### src/rtl/pwm_strobe_pkg.sv
package pwm_strobe_pkg;

    typedef enum logic [2:0] {
        PH_HEAD,
        PH_ADC,
        PH_MID,
        PH_LOAD,
        PH_TAIL
    } frame_phase_e;

    typedef struct packed {
        logic pwm;
        logic adc;
        logic load;
    } out_bits_t;

    localparam int OUT_BITS_W = $bits(out_bits_t);

endpackage

### src/rtl/pwm_frame_counter.sv
module pwm_frame_counter #(
    parameter int CNT_W = 8
) (
    input  logic             clk,
    input  logic             rst,
    output logic [CNT_W-1:0] cnt_o
);
    localparam logic [CNT_W-1:0] CNT_LAST = '1;

    always_ff @(posedge clk) begin
        if (rst) begin
            cnt_o <= '0;
        end else begin
            cnt_o <= cnt_o + CNT_W'(1);
        end
    end

    // wrap from the last count to zero
    assert_wrap_R1: assert property (@(posedge clk) disable iff (rst)
        (cnt_o == CNT_LAST) |=> (cnt_o == '0));

    // single step otherwise
    assert_step_R1: assert property (@(posedge clk) disable iff (rst)
        (cnt_o != CNT_LAST) |=> (cnt_o == $past(cnt_o) + CNT_W'(1)));

endmodule

### src/rtl/pwm_phase_fsm.sv
module pwm_phase_fsm
    import pwm_strobe_pkg::*;
#(
    parameter int CNT_W      = 8,
    parameter int ADC_POINT  = 128,
    parameter int LOAD_POINT = 200
) (
    input  logic             clk,
    input  logic             rst,
    input  logic [CNT_W-1:0] cnt_i,
    output logic             adc_o,
    output logic             load_o
);
    localparam logic [CNT_W-1:0] ADC_PRE  = CNT_W'(ADC_POINT - 1);
    localparam logic [CNT_W-1:0] LOAD_PRE = CNT_W'(LOAD_POINT - 1);
    localparam logic [CNT_W-1:0] CNT_LAST = '1;
    localparam logic [CNT_W-1:0] ADC_AT   = CNT_W'(ADC_POINT);
    localparam logic [CNT_W-1:0] LOAD_AT  = CNT_W'(LOAD_POINT);

    frame_phase_e state_q;
    frame_phase_e state_d;

    always_comb begin
        state_d = state_q;
        unique case (state_q)
            PH_HEAD: if (cnt_i == ADC_PRE)  state_d = PH_ADC;   // head_to_adc
            PH_ADC:                         state_d = PH_MID;   // adc_to_mid
            PH_MID:  if (cnt_i == LOAD_PRE) state_d = PH_LOAD;  // mid_to_load
            PH_LOAD:                        state_d = PH_TAIL;  // load_to_tail
            PH_TAIL: if (cnt_i == CNT_LAST) state_d = PH_HEAD;  // tail_to_head
            default:                        state_d = PH_HEAD;
        endcase
    end

    always_ff @(posedge clk) begin
        if (rst) begin
            state_q <= PH_HEAD;
        end else begin
            state_q <= state_d;
        end
    end

    always_comb begin
        adc_o  = 1'b0;
        load_o = 1'b0;
        unique case (state_q)
            PH_ADC:  adc_o  = 1'b1;
            PH_LOAD: load_o = 1'b1;
            default: begin
                adc_o  = 1'b0;
                load_o = 1'b0;
            end
        endcase
    end

    // conversion request exactly at its count
    assert_adc_point_R5: assert property (@(posedge clk) disable iff (rst)
        adc_o == (cnt_i == ADC_AT));

    // load strobe exactly at its count
    assert_load_point_R6: assert property (@(posedge clk) disable iff (rst)
        load_o == (cnt_i == LOAD_AT));

    // request never lasts two cycles
    assert_adc_single_R5: assert property (@(posedge clk) disable iff (rst)
        adc_o |=> !adc_o);

endmodule

### src/rtl/pwm_duty_compare.sv
module pwm_duty_compare #(
    parameter int CNT_W = 8
) (
    input  logic             clk,
    input  logic             rst,
    input  logic [CNT_W-1:0] cnt_i,
    input  logic [CNT_W-1:0] duty_i,
    output logic             pwm_o
);
    logic [CNT_W-1:0] duty_q;
    logic [CNT_W-1:0] duty_eff;
    logic             frame_start;

    assign frame_start = (cnt_i == '0);
    assign duty_eff    = frame_start ? duty_i : duty_q;

    always_ff @(posedge clk) begin
        if (rst) begin
            duty_q <= '0;
        end else if (frame_start) begin
            duty_q <= duty_i;
        end
    end

    always_comb begin
        pwm_o = (cnt_i < duty_eff);
    end

    // captured duty only moves at a frame start
    assert_duty_hold_R3: assert property (@(posedge clk) disable iff (rst)
        (cnt_i != '0) |=> (duty_q == $past(duty_q)));

endmodule

### src/rtl/pwm_delay_line.sv
module pwm_delay_line #(
    parameter int W     = 3,
    parameter int DEPTH = 2
) (
    input  logic         clk,
    input  logic         rst,
    input  logic [W-1:0] d_i,
    output logic [W-1:0] q_o
);
    generate
        if (DEPTH == 0) begin : g_bypass
            assign q_o = d_i;
        end else begin : g_shift
            logic [W-1:0] stage_q [DEPTH];
            always_ff @(posedge clk) begin
                if (rst) begin
                    for (int i = 0; i < DEPTH; i++) stage_q[i] <= '0;
                end else begin
                    stage_q[0] <= d_i;
                    for (int i = 1; i < DEPTH; i++) stage_q[i] <= stage_q[i-1];
                end
            end
            assign q_o = stage_q[DEPTH-1];
        end
    endgenerate

endmodule

### src/rtl/pwm_strobe_gen.sv
module pwm_strobe_gen
    import pwm_strobe_pkg::*;
#(
    parameter int CNT_W      = 8,
    parameter int ADC_POINT  = 128,
    parameter int LOAD_POINT = 200,
    parameter int OUT_DELAY  = 2
) (
    input  logic             clk,
    input  logic             rst,
    input  logic [CNT_W-1:0] duty_i,
    output logic             pwm_o,
    output logic             adc_req_o,
    output logic             load_o
);
    logic [CNT_W-1:0] cnt;
    logic             pwm_raw;
    logic             adc_raw;
    logic             load_raw;
    out_bits_t        out_q;
    out_bits_t        out_dly;

    pwm_frame_counter #(.CNT_W(CNT_W)) counter_i (
        .clk   (clk),
        .rst   (rst),
        .cnt_o (cnt)
    );

    pwm_phase_fsm #(
        .CNT_W      (CNT_W),
        .ADC_POINT  (ADC_POINT),
        .LOAD_POINT (LOAD_POINT)
    ) phase_i (
        .clk    (clk),
        .rst    (rst),
        .cnt_i  (cnt),
        .adc_o  (adc_raw),
        .load_o (load_raw)
    );

    pwm_duty_compare #(.CNT_W(CNT_W)) compare_i (
        .clk    (clk),
        .rst    (rst),
        .cnt_i  (cnt),
        .duty_i (duty_i),
        .pwm_o  (pwm_raw)
    );

    always_ff @(posedge clk) begin
        if (rst) begin
            out_q <= '0;
        end else begin
            out_q <= '{pwm: pwm_raw, adc: adc_raw, load: load_raw};
        end
    end

    pwm_delay_line #(.W(OUT_BITS_W), .DEPTH(OUT_DELAY)) delay_i (
        .clk (clk),
        .rst (rst),
        .d_i (out_q),
        .q_o (out_dly)
    );

    assign pwm_o     = out_dly.pwm;
    assign adc_req_o = out_dly.adc;
    assign load_o    = out_dly.load;

    // one cycle of reset leaves every output low
    assert_reset_low_R8: assert property (@(posedge clk)
        rst |=> (!pwm_o && !adc_req_o && !load_o));

    // the two strobes never coincide
    assert_strobe_excl_R6: assert property (@(posedge clk) disable iff (rst)
        !(adc_req_o && load_o));

endmodule

### config.mk
export PLATFORM = sky130hd
export DESIGN_NAME = pwm_strobe_gen
export DESIGN_NICKNAME = d
export VERILOG_FILES = /design/src/rtl/pwm_strobe_pkg.sv /design/src/rtl/pwm_frame_counter.sv /design/src/rtl/pwm_phase_fsm.sv /design/src/rtl/pwm_duty_compare.sv /design/src/rtl/pwm_delay_line.sv /design/src/rtl/pwm_strobe_gen.sv
export SDC_FILE = /design/constraint.sdc
export NUM_CORES = 1
export LEC_CHECK = 0
export BUFFER_PORTS_ARGS = -buffer_cell sky130_fd_sc_hd__buf_2
export CORE_MARGIN = 2
export CORE_UTILIZATION = 29
export DETAILED_ROUTE_END_ITERATION = 10
export GPL_TIMING_DRIVEN = 1
export SYNTH_ARGS = -nofsm -noshare
export SYNTH_HDL_FRONTEND = slang
export SYNTH_SLANG_ARGS = --single-unit
### constraint.sdc
create_clock -name clk -period 6.28 [get_ports clk]
set_input_delay 0.314 -clock clk [delete_from_list [all_inputs] [get_ports clk]]
set_output_delay 0.314 -clock clk [all_outputs]
set_load 0.01 [all_outputs]
Word level (Yosys, flattened, before mapping)
Memories as Yosys holds them, arrays and structs flattened.
Index checks and enable logic that the tools add are counted.
{"block": "op_classes", "n_addsub": 1, "n_lt_le_gt_ge": 1, "eq_ne": 10, "muxes": 12, "bitwise": 2, "reduce_logical": 3}
{"operator": "8-bit equality test (second input constant)", "count": 2}
{"operator": "3-bit two-way mux", "count": 5}
{"operator": "3-bit case mux with 5 select lines", "count": 1}
{"operator": "8-bit by 1-bit adder with 8-bit output (second input constant)", "count": 1}
{"operator": "8-bit by 7-bit equality test with 1-bit output (second input constant)", "count": 1}
{"operator": "8-bit zero test", "count": 1}
{"operator": "8-bit less-than comparator", "count": 1}
{"operator": "8-bit two-way mux", "count": 1}
{"operator": "3-bit by 2-bit equality test with 1-bit output (second input constant)", "count": 2}
{"operator": "2-bit by 1-bit inequality test with 1-bit output (second input constant)", "count": 3}
{"operator": "1-bit two-way mux", "count": 5}
{"operator": "3-bit by 1-bit equality test with 1-bit output (second input constant)", "count": 1}
{"operator": "3-bit equality test (second input constant)", "count": 1}
{"operator": "3-bit zero test", "count": 1}
{"operator": "3-bit AND reduction", "count": 1}
{"operator": "1-bit OR", "count": 2}
{"block": "word_totals", "ff_bits": 22, "ram_bits": 6, "input_bits": 10, "out_inout_bits": 3, "wordCells": 36, "mem_count": 1}
{"name": "delay_i.g_shift.stage_q", "depth": 2, "width": 3, "rd": 2, "rd_ports_with_merged_regs": 0, "write_ports": 2, "line": "pwm_delay_line.sv:14", "text": "logic [W-1:0] stage_q [DEPTH];"}

Longest topological paths before layout
Gate-level depths: netlist (run 1).
{"block": "logic_depth", "depth_word": 3, "mapped_depth": 10, "ltp_nobuf": 10}

Hierarchy
Synthesis (run 1) repeated with hierarchy kept, for this count alone.
{"block": "unflattened", "hier_cells": 123, "area_unflattened_um2": 1222.4}
{"module": "pwm_duty_compare", "instances": 1, "cells_per_inst": 49, "area_per_inst_um2": 490.5, "seq_area_each_um2": 160.2}
{"module": "pwm_frame_counter", "instances": 1, "cells_per_inst": 33, "area_per_inst_um2": 304.0, "seq_area_each_um2": 160.2}
{"module": "pwm_delay_line", "instances": 1, "cells_per_inst": 15, "area_per_inst_um2": 180.2, "seq_area_each_um2": 120.1}
{"module": "pwm_phase_fsm", "instances": 1, "cells_per_inst": 20, "area_per_inst_um2": 168.9, "seq_area_each_um2": 60.1}
{"module": "pwm_strobe_gen", "instances": 1, "cells_per_inst": 6, "area_per_inst_um2": 78.8, "seq_area_each_um2": 60.1}

Worst setup path after synthesis (run 1)
No wires, ideal clock.
{"block": "synth_timing", "path_type": "reg-to-reg", "startpoint": "register counter_i.cnt_o[0]", "endpoint": "register out_q[2] (netlist name)", "setup_ns": 0.103, "arrival_time_ns": 2.099, "required_time_ns": 6.177, "setup_slack_ns": 4.078, "stages_incl_launch_ff": 11, "path_buffers": 0, "synth_period_minus_slack_ns": 2.202, "path_cell_list": "dfxtp_1 inv_1 ha_1 nor4b_4 nand2_4 mux2i_1 ha_1 a21o_1 a21oi_1 o2bb2ai_1 a2111oi_2"}
{"block": "synth_via", "elab_chain_len": 3}
{"item": "start: declaration", "line": "pwm_frame_counter.sv:6", "text": "output logic [CNT_W-1:0] cnt_o"}
{"item": "start signal: assignment", "line": "pwm_frame_counter.sv:14", "text": "cnt_o <= cnt_o + CNT_W'(1);"}
{"item": "8-bit zero test", "line": "pwm_duty_compare.sv:14", "text": "assign frame_start = (cnt_i == '0);"}
{"item": "8-bit two-way mux", "line": "pwm_duty_compare.sv:15", "text": "assign duty_eff = frame_start ? duty_i : duty_q;"}
{"item": "8-bit less-than comparator *", "line": "pwm_duty_compare.sv:26", "text": "pwm_o = (cnt_i < duty_eff);"}
{"item": "end signal: assignment", "line": "pwm_strobe_gen.sv:53", "text": "out_q <= '{pwm: pwm_raw, adc: adc_raw, load: load_raw};"}
{"item": "end: declaration", "line": "pwm_strobe_gen.sv:20", "text": "out_bits_t out_q;"}
Mark *: on every way between the ends. The rest lies on a longest branch, timed or not.
A chain may end at the register's enable or synchronous reset.

Final worst setup path (run 1)
Same ends and word-level chain as after synthesis.

==> reports/summary.txt, run 1 <==
Status -> completed
Number of CTS-inserted buffers -> 3
Crit share post-route -> 38.95%
Crit-path slowest cell -> dfxtp_1
Antenna violations before repair -> 0
Relative slew slack -> 66.39%
Sum of negative setup slack -> 0 ps
Vias -> 849
Largest net degree at the start of global routing -> 29
Initial DRC Count -> 44
Syn Inst Count -> 118
Mapped Area -> 1200 um^2
RSZ-0062 raised after global routing -> false
Min-delay src -> duty_i[3]
Synth top area share -> 46.72%
Sequential share of the synthesized area -> 46.72%
Clock sinks -> 28
Ys flop type -> dfxtp_1
Post-route cell area -> 1355 um^2
Chip height -> 68.33 um
Slack of the critical path -> 3834 ps
Postcts setup bufs -> 0
Htree depth -> 1
Global-route wire length before repair -> 3.456 mm
Avg Cell Area, Syn -> 10.17 um^2
Antenna Nets Post-Route -> 0
Antenna Cells -> 0
Final clock skew -> 5.085 ps
Total global routing overflow -> 0
Die X -> 68.33 um
Critical path endpoint category -> register
Wire per inst -> 11.51 um
Post-synth EDFFs -> 0
Worst hold endpoint -> compare_i.duty_q[3]
Vias in the first global route -> 783
Met2 WL post-DR -> 971 um
Required time of the critical path -> 6460 ps
Synth-to-Final Area Change -> 12.93%
Reg clk slew, reported paths -> 90 ps
Pleak -> 0.5777 nW
CP max stage delay -> 380 ps
Hold buffers post-CTS -> 0
Hold Crit Depth -> 3
WHS -> 301.5 ps
Number of distinct library cells after synthesis -> 30
Worst setup SP type -> register
Pre-CTS setup slack -> 3838 ps
Row Count -> 23
Total Routing Usage GR -> 9.890%
Worst hold path class -> in2reg
Final hold vios -> 0
Post-synth top area cell -> dfxtp_1
Async SR Flop Fraction -> 0%
Top layer in use -> met4
Pins Over Slew Limit -> 0
YS warnings -> 0
Met1 Wirelength -> 987 um
Maxcap violations -> 0
DRC -> 0
Clock root cell -> clkbuf_8
Tightest Pin Transition -> 504.2 ps
Final Setup Violations -> 0
CTS max path bufs -> 2
Initial Utilization -> 30.00%
Syn_nets -> 137
Synth area leaders -> dfxtp_1 47%, ha_1 9.4%, mux2i_1 5.8%
WS Path Type -> reg2reg
Post_cts resized -> 0
Drt first pass iters -> 4
Fraction of layout cells with a size suffix above 1 -> 16.15%
FF-to-FF End -> out_q[2]
Core area -> 4000 um^2
Hpwl dp -> 1.532 mm
Wirelength, routed -> 2.072 mm
Worst R2R Start -> counter_i.cnt_o[0]
WL met3 -> 68 um
CP dominant cell by count -> ha_1
IO Pins -> 13
WP data arrival -> 2620 ps
Area after DPL -> 1300 um^2
# nets final -> 150
R2R setup slack -> 3830 ps
Register bit count reported by yosys -> 28
Number of port buffers -> 12
Minimum clock period after layout -> 2446 ps
PwrDens -> 253.2 nW/um^2
Max IR drop VDD -> 0.09428 mV
Crit-path max FO -> 8
Worst-Skew Late Latency -> 270 ps
Fmax -> 408.8 MHz
Sequence of cells on the critical path -> inv_1 -> ha_1 -> nor4b_4 -> nand2_4 -> mux2i_1 -> ha_1 -> a21o_1 -> a21oi_1 -> o2bb2ai_1 -> a2111oi_2
Vias/cell -> 4.717
Cells on worst reg2reg path -> 10
Die Footprint -> 4668 um^2
CTS tree -> yes
Gp weighted congestion -> 0.7661
[power breakdown]
part	total (mW)	leakage (nW)	switching, mW	internal (mW)
clock	0.109	0.0288	0.0531	0.0561
combinational	0.0432	0.320	0.0228	0.0204
sequential	0.191	0.228	0.00513	0.186
total	0.343	0.578	0.0811	0.262
[layout make-up]
class | instances | area [um^2]
inverter | 2 | 7.507
fill | 399 | 2645
timing repair buffer | 12 | 60.06
multi-input combinational | 84 | 609.3
sequential | 28 | 560.5
clock buffer | 4 | 55.05
tap | 50 | 62.56
[state kept, by name, indices dropped and copies added (netlist names)]
register	cells
out_q	3
counter_i.cnt_o	8
delay_i.g_shift.stage_q	6
phase_i.state_q	3
compare_i.duty_q	8
[how the worst max path moves through the flow]
| stage | cells past startpoint | slack (ps) | start | end |
|---|---|---|---|---|
| 2_1_floorplan | 10 | 4080 | counter_i.cnt_o[0] | out_q[2] |
| 3_3_place_gp | 10 | 3980 | counter_i.cnt_o[1] | out_q[2] |
| 3_5_place_dp | 10 | 3840 | counter_i.cnt_o[0] | out_q[2] |
| 4_1_cts | 10 | 3820 | counter_i.cnt_o[0] | out_q[2] |
| 5_1_grt | 10 | 3640 | counter_i.cnt_o[0] | out_q[2] |
| 6_report | 10 | 3830 | counter_i.cnt_o[0] | out_q[2] |
[placed cells by master, fill, tap and decap left out, types with 2 or more instances in the layout]
master	n
dfxtp_1	28
nor2_1	18
buf_2	12
ha_1	9
mux2i_1	7
nor2b_1	7
nand3_1	7
xor2_1	5
nand2_1	4
a21oi_1	4
clkbuf_8	4
nor3_1	3
nand4_1	3
inv_1	2
xnor2_1	2
a31oi_1	2
[cell usage after synthesis (all sizes together), types with 3 or more instances]
master	count
dfxtp	28
nor2	18
xor2	5
nor2b	7
nor3	4
a21oi	4
mux2i	7
nand4	3
nand2	5
ha	9
nand3	7
[metal layers]
layer,global-route usage [%],up-vias
li1,-,436
met4,5.500,0
met5,0,-
met3,1.645,4
met2,15.78,17
met1,12.60,392
[metrics by stage]
| stage | total power [mW] | utilization (%) | instances |
|---|---|---|---|
| global placement | 0.2369 | 32.50 | 176 |
| global route | 0.3585 | 33.88 | 180 |
| floorplan | 0.2285 | - | 118 |
| finish | 0.3431 | 33.88 | 180 |
| CTS | 0.3478 | 33.88 | 180 |
| detailed placement | 0.2391 | 32.50 | 176 |
[worst max-delay path: cells and delay by family (launching register included)]
family | cells | cell delay [ps]
AND/OR/NAND/NOR | 2 | 500
multiplexers | 1 | 230
flip-flops | 1 | 380
buffers and inverters | 1 | 100
adder cells (fa/ha/maj) | 2 | 430
AO/OA/AOI/OAI | 4 | 720
[logic make-up after synthesis]
| family | after synthesis | share of synthesized area (%) |
|---|---|---|
| and+or+nand+nor | 51 | 24.40 |
| DFF | 28 | 46.72 |
| AOI/OAI and AO/OA | 10 | 6.048 |
| adders and majority gates | 9 | 9.385 |
| xor gates and xnor gates | 7 | 5.110 |
| muxes | 7 | 5.840 |
| buffers and inverters | 6 | 2.503 |
Power figures use the tool's default switching activity.
==> inputs of run 2 (changes only) <==
Clock period 6.28 ns to 2.3 ns, I/O delays scaled along.
==> run 2 against run 1 <==
Largest cell class unchanged. Highest routed layer unchanged. Combinational power grew to 5.3 times the previous value. Utilization is 6.9 points higher. Cell area up 20%. Count of clock-buffer cells in the layout decreased by 1. Sequential share of layout area decreased by 6.8 points. Clock skew down 2.8 ps.
==> reports/summary.txt, run 2 (same netlist as run 1, synthesis figures left out) <==
Status -> completed
WP data arrival -> 2390 ps (-230 ps)
Pre-CTS setup slack -> 8.365 ps (-3830 ps)
Tightest Pin Transition -> 520.5 ps (+16.28 ps)
Most common cell after layout, fill and taps aside -> dfxtp_1
Relative slew slack -> 65.30% (-1.1 points)
Drt first pass iters -> 4 (unchanged)
Antenna violations before repair -> 0 (unchanged)
Die X -> 68.33 um (unchanged)
Number of fill cells in the layout -> 375 (-6.0%)
Commonest cells after routing, fill and taps aside -> 26 x dfxtp_1, 17 x nor2_1, 12 x buf_2
Row Count -> 23 (unchanged)
Pleak -> 0.6458 nW (+12%)
Sequence of cells on the critical path -> inv_2 -> ha_2 -> nor4b_4 -> nand2_4 -> buf_12 -> mux2i_4 -> ha_1 -> nand4_1 -> nor2_2 -> a2111oi_2
Die Footprint -> 4668 um^2 (unchanged)
CTS tree -> yes
Cell count after placement -> 183 (+4.0%)
Top delay family on crit path -> simple AND/OR/NAND/NOR gates
Crit-path max FO -> 5 (-3)
Total Routing Usage GR -> 10.73% (+0.84 points)
CTS max path bufs -> 2 (unchanged)
Fraction of layout cells with a size suffix above 1 -> 37.06% (+21 points)
Clock root cell -> clkbuf_8
Max IR drop VDD -> 0.2372 mV (+150%)
Global-route wire length before repair -> 3.781 mm (+9.4%)
IO Pins -> 13 (unchanged)
Min-delay src -> duty_i[0]
Sum of negative setup slack -> 0 ps (unchanged)
# nets final -> 163 (+8.7%)
Final Setup Violations -> 0 (unchanged)
Buffer and inverter count on the worst path -> 2 (+1)
Htree depth -> 1 (unchanged)
Hpwl dp -> 1.598 mm (+4.3%)
R2R setup slack -> 90 ps (-3750 ps)
Final hold vios -> 0 (unchanged)
FF-to-FF End -> out_q[2]
Initial DRC Count -> 58 (+32%)
WS Path Type -> reg2reg
Total global routing overflow -> 0 (unchanged)
Wirelength, routed -> 2.495 mm (+20%)
Worst-Skew Late Latency -> 270 ps (about the same)
Antenna Cells -> 0 (unchanged)
Worst hold endpoint -> compare_i.duty_q[0]
Initial Utilization -> 30.00% (unchanged)
Vias/cell -> 4.725 (+0.18%)
Cells on worst reg2reg path -> 10 (unchanged)
Final clock skew -> 2.308 ps (-2.777 ps)
Worst R2R Start -> counter_i.cnt_o[0]
Wire per inst -> 12.93 um (+12%)
Maxcap violations -> 0 (unchanged)
Number of port buffers -> 12 (unchanged)
Critical path endpoint category -> register
Synth-to-Final Area Change -> 35.77%
Worst setup SP type -> register
Largest net degree at the start of global routing -> 29 (unchanged)
Core area -> 4000 um^2 (unchanged)
Worst hold path class -> in2reg
Crit-path slowest cell -> dfxtp_2
Required time of the critical path -> 2480 ps (-3980 ps)
Number of CTS-inserted buffers -> 3 (unchanged)
Crit share post-route -> 96.18% (+57 points)
Gp weighted congestion -> 0.7814 (+2.0%)
Clock sinks -> 28 (unchanged)
Fmax -> 452.0 MHz (+11%)
Slack of the critical path -> 87.81 ps (-3746 ps)
Reg clk slew, reported paths -> 100 ps (about the same)
Minimum clock period after layout -> 2212 ps (-234.0 ps)
Final Non-Filler Cells -> 193 (+7.2%)
Hold buffers post-CTS -> 0 (unchanged)
DRC -> 0 (unchanged)
CP max stage delay -> 340 ps (-40 ps)
PwrDens -> 702.0 nW/um^2 (+180%)
Hold Crit Depth -> 3 (unchanged)
Pins Over Slew Limit -> 0 (unchanged)
WHS -> 102.6 ps (-198.9 ps)
Biggest regs -> compare_i.duty_q x8, counter_i.cnt_o x8, delay_i.g_shift.stage_q x6
Antenna Nets Post-Route -> 0 (unchanged)
Vias -> 912 (+7.4%)
Vias in the first global route -> 841 (+7.4%)
Chip height -> 68.33 um (unchanged)
-- run 2: metal layers --
layer,part of all wire (%),GRT usage (%)
met1,45,13.94
met5,0,0
met3,3.0,1.480
met4,0.80,3.000
met2,51,18.45
-- run 2: worst max path at each step --
stage               end          startpoint  slack (ps)  cells after the start
2_1_floorplan  out_q[2]  counter_i.cnt_o[0]         100                     10
5_1_grt        out_q[2]  counter_i.cnt_o[0]         -10                     10
6_report       out_q[2]  counter_i.cnt_o[0]          90                     10
3_5_place_dp   out_q[2]  counter_i.cnt_o[0]           8                     10
3_3_place_gp   out_q[2]  counter_i.cnt_o[0]         100                     10
4_1_cts        out_q[2]  counter_i.cnt_o[0]          30                     10
-- run 2: stage by stage --
stage	total power, mW	util (%)	cell area (um^2)
floorplan	0.6240	-	1200
global placement	0.6578	33.81	1353
detailed placement	0.6636	33.81	1353
CTS	1.069	36.75	1470
global route	1.187	40.73	1629
finish	1.144	40.73	1629
-- run 2: power by group --
part	total, mW	switching (mW)	internal (mW)	leakage (nW)
combinational	0.231	0.104	0.127	0.381
sequential	0.521	0.0135	0.508	0.229
clock	0.391	0.158	0.233	0.0357
total	1.14	0.275	0.868	0.646
-- run 2: what timing repair did --
item                       CTS  global route
gates resized for setup      1            25
buffers inserted             4             2
pin swaps                    1            11
setup endpoints to repair    1             1
-- run 2: cell type report --
cell class / instances / area, um^2 / area share [%]
multi-input cells: 84 / 747.0 / 45.85
clock buffers: 3 / 41.29 / 2.535
clock inverters: 1 / 30.03 / 1.843
inverters: 2 / 7.507 / 0.4608
repair buffers: 25 / 177.7 / 10.91
flip-flops and latches: 28 / 563.0 / 34.56
well taps: 50 / 62.56 / 3.840
-- run 2: worst min-delay path, delay by kind of cell --
family                 cells  cell delay, ps
AOI/OAI and AO/OA          1              50
and+or+nand+nor            1              60
buffers and inverters      1             110
==> inputs of run 3 (changes only) <==
Settings changed: SETUP_SLACK_MARGIN set to 0.5.
==> run 3 against run 2 <==
Largest power group unchanged. Power shrank 6.8%. Critical path type unchanged. Register-to-register slack gained 30 ps. Largest cell class unchanged. Routed wire length shrank 11%.
==> reports/summary.txt, run 3 (same netlist as run 1, synthesis figures left out) <==
Status -> completed
Final hold vios -> 0 (unchanged)
Clock root cell -> clkbuf_8
PwrDens -> 715.9 nW/um^2 (+2.0%)
Hpwl dp -> 1.552 mm (-2.9%)
Initial Utilization -> 30.00% (unchanged)
# nets final -> 162 (-0.61%)
Number of port buffers -> 12 (unchanged)
Biggest regs -> compare_i.duty_q x8, counter_i.cnt_o x8, delay_i.g_shift.stage_q x6
Internal -> 828.4 uW (-4.6%)
IO Pins -> 13 (unchanged)
Core area -> 4000 um^2 (unchanged)
Tightest Pin Transition -> 498.1 ps (-22.36 ps)
Maxcap violations -> 0 (unchanged)
Vias -> 890 (-2.4%)
Max IR drop VDD -> 0.3358 mV (+42%)
RSZ-0062 raised after global routing -> true
Vias/cell -> 4.635 (-1.9%)
Relative slew slack -> 66.79% (+1.5 points)
Drt first pass iters -> 4 (unchanged)
Number of CTS-inserted buffers -> 3 (unchanged)
Total Routing Usage GR -> 10.56% (-0.16 points)
Synth-to-Final Area Change -> 24.09%
Fraction of layout cells with a size suffix above 1 -> 28.17% (-8.9 points)
Minimum clock period after layout -> 2178 ps (-34.35 ps)
Crit. path cell count -> 10 (unchanged)
Required time of the critical path -> 2480 ps (about the same)
Comb power frac -> 15.9% (-4.3 points)
Antenna violations before repair -> 0 (unchanged)
Worst hold path class -> in2reg
DRC -> 0 (unchanged)
Cells on worst reg2reg path -> 10 (unchanged)
Sequential Power Share -> 48.4% (+2.8 points)
Commonest cells after routing, fill and taps aside -> 26 x dfxtp_1, 18 x nor2_1, 12 x buf_2, 12 x buf_4, 8 x ha_1
Met1 Use GR -> 13.38% (-0.56 points)
Die Footprint -> 4668 um^2 (unchanged)
CTS max path bufs -> 2 (unchanged)
Top delay family on crit path -> compound AO/OA/AOI/OAI gates
Row Count -> 23 (unchanged)
Fmax -> 459.2 MHz (+1.6%)
WP data arrival -> 2360 ps (-30 ps)
WHS -> 105.4 ps (+2.754 ps)
Worst setup SP type -> register
Crit share post-route -> 94.69% (-1.5 points)
Chip height -> 68.33 um (unchanged)
Final clock skew -> 4.261 ps (+1.953 ps)
Busiest grt layer -> met2
Met2 Usage GRT -> 16.02% (-2.4 points)
Wire per inst -> 11.61 um (-10%)
Number of fill cells in the layout -> 401 (+6.9%)
Htree depth -> 1 (unchanged)
Hold buffers post-CTS -> 0 (unchanged)
Gp weighted congestion -> 0.7221 (-7.6%)
Reg clk slew, reported paths -> 90 ps (about the same)
Clock share of power -> 35.7% (+1.5 points)
Crit-path max FO -> 8 (+3)
Pins Over Slew Limit -> 0 (unchanged)
Switching fraction of total power -> 22.29% (-1.8 points)
CP max stage delay -> 350 ps (about the same)
Sum of negative setup slack -> 0 ps (unchanged)
Wirelength, routed -> 2.230 mm (-11%)
Largest net degree at the start of global routing -> 29 (unchanged)
Antenna Cells -> 0 (unchanged)
Vias in the first global route -> 786 (-6.5%)
Initial DRC Count -> 23 (-60%)
Most common cell after layout, fill and taps aside -> dfxtp_1
Hold Crit Depth -> 3 (unchanged)
Antenna Nets Post-Route -> 0 (unchanged)
Sequence of cells on the critical path -> inv_2 -> ha_4 -> nor4b_4 -> nand2_4 -> mux2i_2 -> ha_1 -> a21o_1 -> a21oi_2 -> o2bb2ai_1 -> a2111oi_2
Clock sinks -> 28 (unchanged)
Final Setup Violations -> 0 (unchanged)
CTS tree -> yes
Die X -> 68.33 um (unchanged)
WS Path Type -> reg2reg
Buffer and inverter count on the worst path -> 1 (-1)
Global-route wire length before repair -> 3.539 mm (-6.4%)
Pleak -> 0.6429 nW (-0.45%)
Total global routing overflow -> 0 (unchanged)
Sw Pwr -> 237.6 uW (-14%)
Crit-path slowest cell -> dfxtp_4
Critical path endpoint category -> register
Worst-Skew Late Latency -> 270 ps (about the same)
GR Util met3 -> 3.947% (+2.5 points)
-- run 3: changes by cell type in the layout (fill, tap and decap cells not counted), moves of 2 or more --
| cell | before | now |
|---|---|---|
| ha_2 | 2 | 0 |
| buf_6 | 2 | 0 |
| mux2i_4 | 5 | 0 |
| dfxtp_2 | 2 | 0 |
| dfxtp_4 | 0 | 2 |
| ha_4 | 4 | 1 |
| ha_1 | 3 | 8 |
| buf_4 | 10 | 12 |
| mux2i_1 | 0 | 6 |
-- run 3: what timing repair did --
| item | in CTS | in global routing |
|---|---|---|
| endpoints found under the setup margin | 1 | 1 |
| setup buffers | 5 | 3 |
| pin swaps | 4 | 3 |
| gates resized for setup | 3 | 1 |
-- run 3: tightest hold or removal path: stages --
cell and delay (ps):
buf_2 80, mux2i_1 70, nor2_1 80
-- run 3: metrics by stage --
| stage | instance area, um^2 | utilization, % | instances | power (mW) | setup WS (ps) |
|---|---|---|---|---|---|
| after floorplan | 1215 | - | 118 | 0.6267 | 261.8 |
| after global routing | 1489 | 37.22 | 192 | 1.119 | -6.732 |
| final | 1489 | 37.22 | 192 | 1.066 | 122.2 |
| after CTS | 1463 | 36.57 | 189 | 1.068 | 152.3 |
| after detailed placement | 1345 | 33.63 | 180 | 0.6613 | 149.2 |
| after global placement | 1345 | 33.63 | 180 | 0.6575 | 219.8 |
-- run 3: area by class of cell --
class / count / area, um^2 / share of cell area, %
Clock inverter: 1 / 30.03 / 2.017
Clock buffer: 3 / 41.29 / 2.773
Multi-Input combinational cell: 84 / 629.4 / 42.27
Inverter: 2 / 7.507 / 0.5042
Sequential cell: 28 / 568.0 / 38.15
Timing Repair Buffer: 24 / 150.1 / 10.08
Tap cell: 50 / 62.56 / 4.202
-- run 3: metal layers --
layer | vias up | part of all wire [%]
li1 | 462 | -
met1 | 410 | 47
met2 | 13 | 47
met3 | 5 | 3.5
met4 | 0 | 1.6
met5 | - | 0
-- run 3: worst paths after layout --
| path | startpoint | slack (ps) | endpoint |
|---|---|---|---|
| hold / removal | duty_i[6] | 110 | compare_i.duty_q[6] |
| hold reg to reg | delay_i.g_shift.stage_q[0][2] | 440 | delay_i.g_shift.stage_q[0][5] |
| setup / recovery | counter_i.cnt_o[0] | 120 | out_q[2] |
| setup reg to reg | counter_i.cnt_o[0] | 120 | out_q[2] |
-- run 3: power by group through the flow --
stage	Combinational, mW	Clock [mW]	Sequential (mW)
6_report	0.170	0.380	0.516
4_1_cts	0.153	0.398	0.516
3_3_place_gp	0.127	0	0.530
2_1_floorplan	0.0987	0	0.528
5_1_grt	0.186	0.415	0.519
3_5_place_dp	0.130	0	0.532
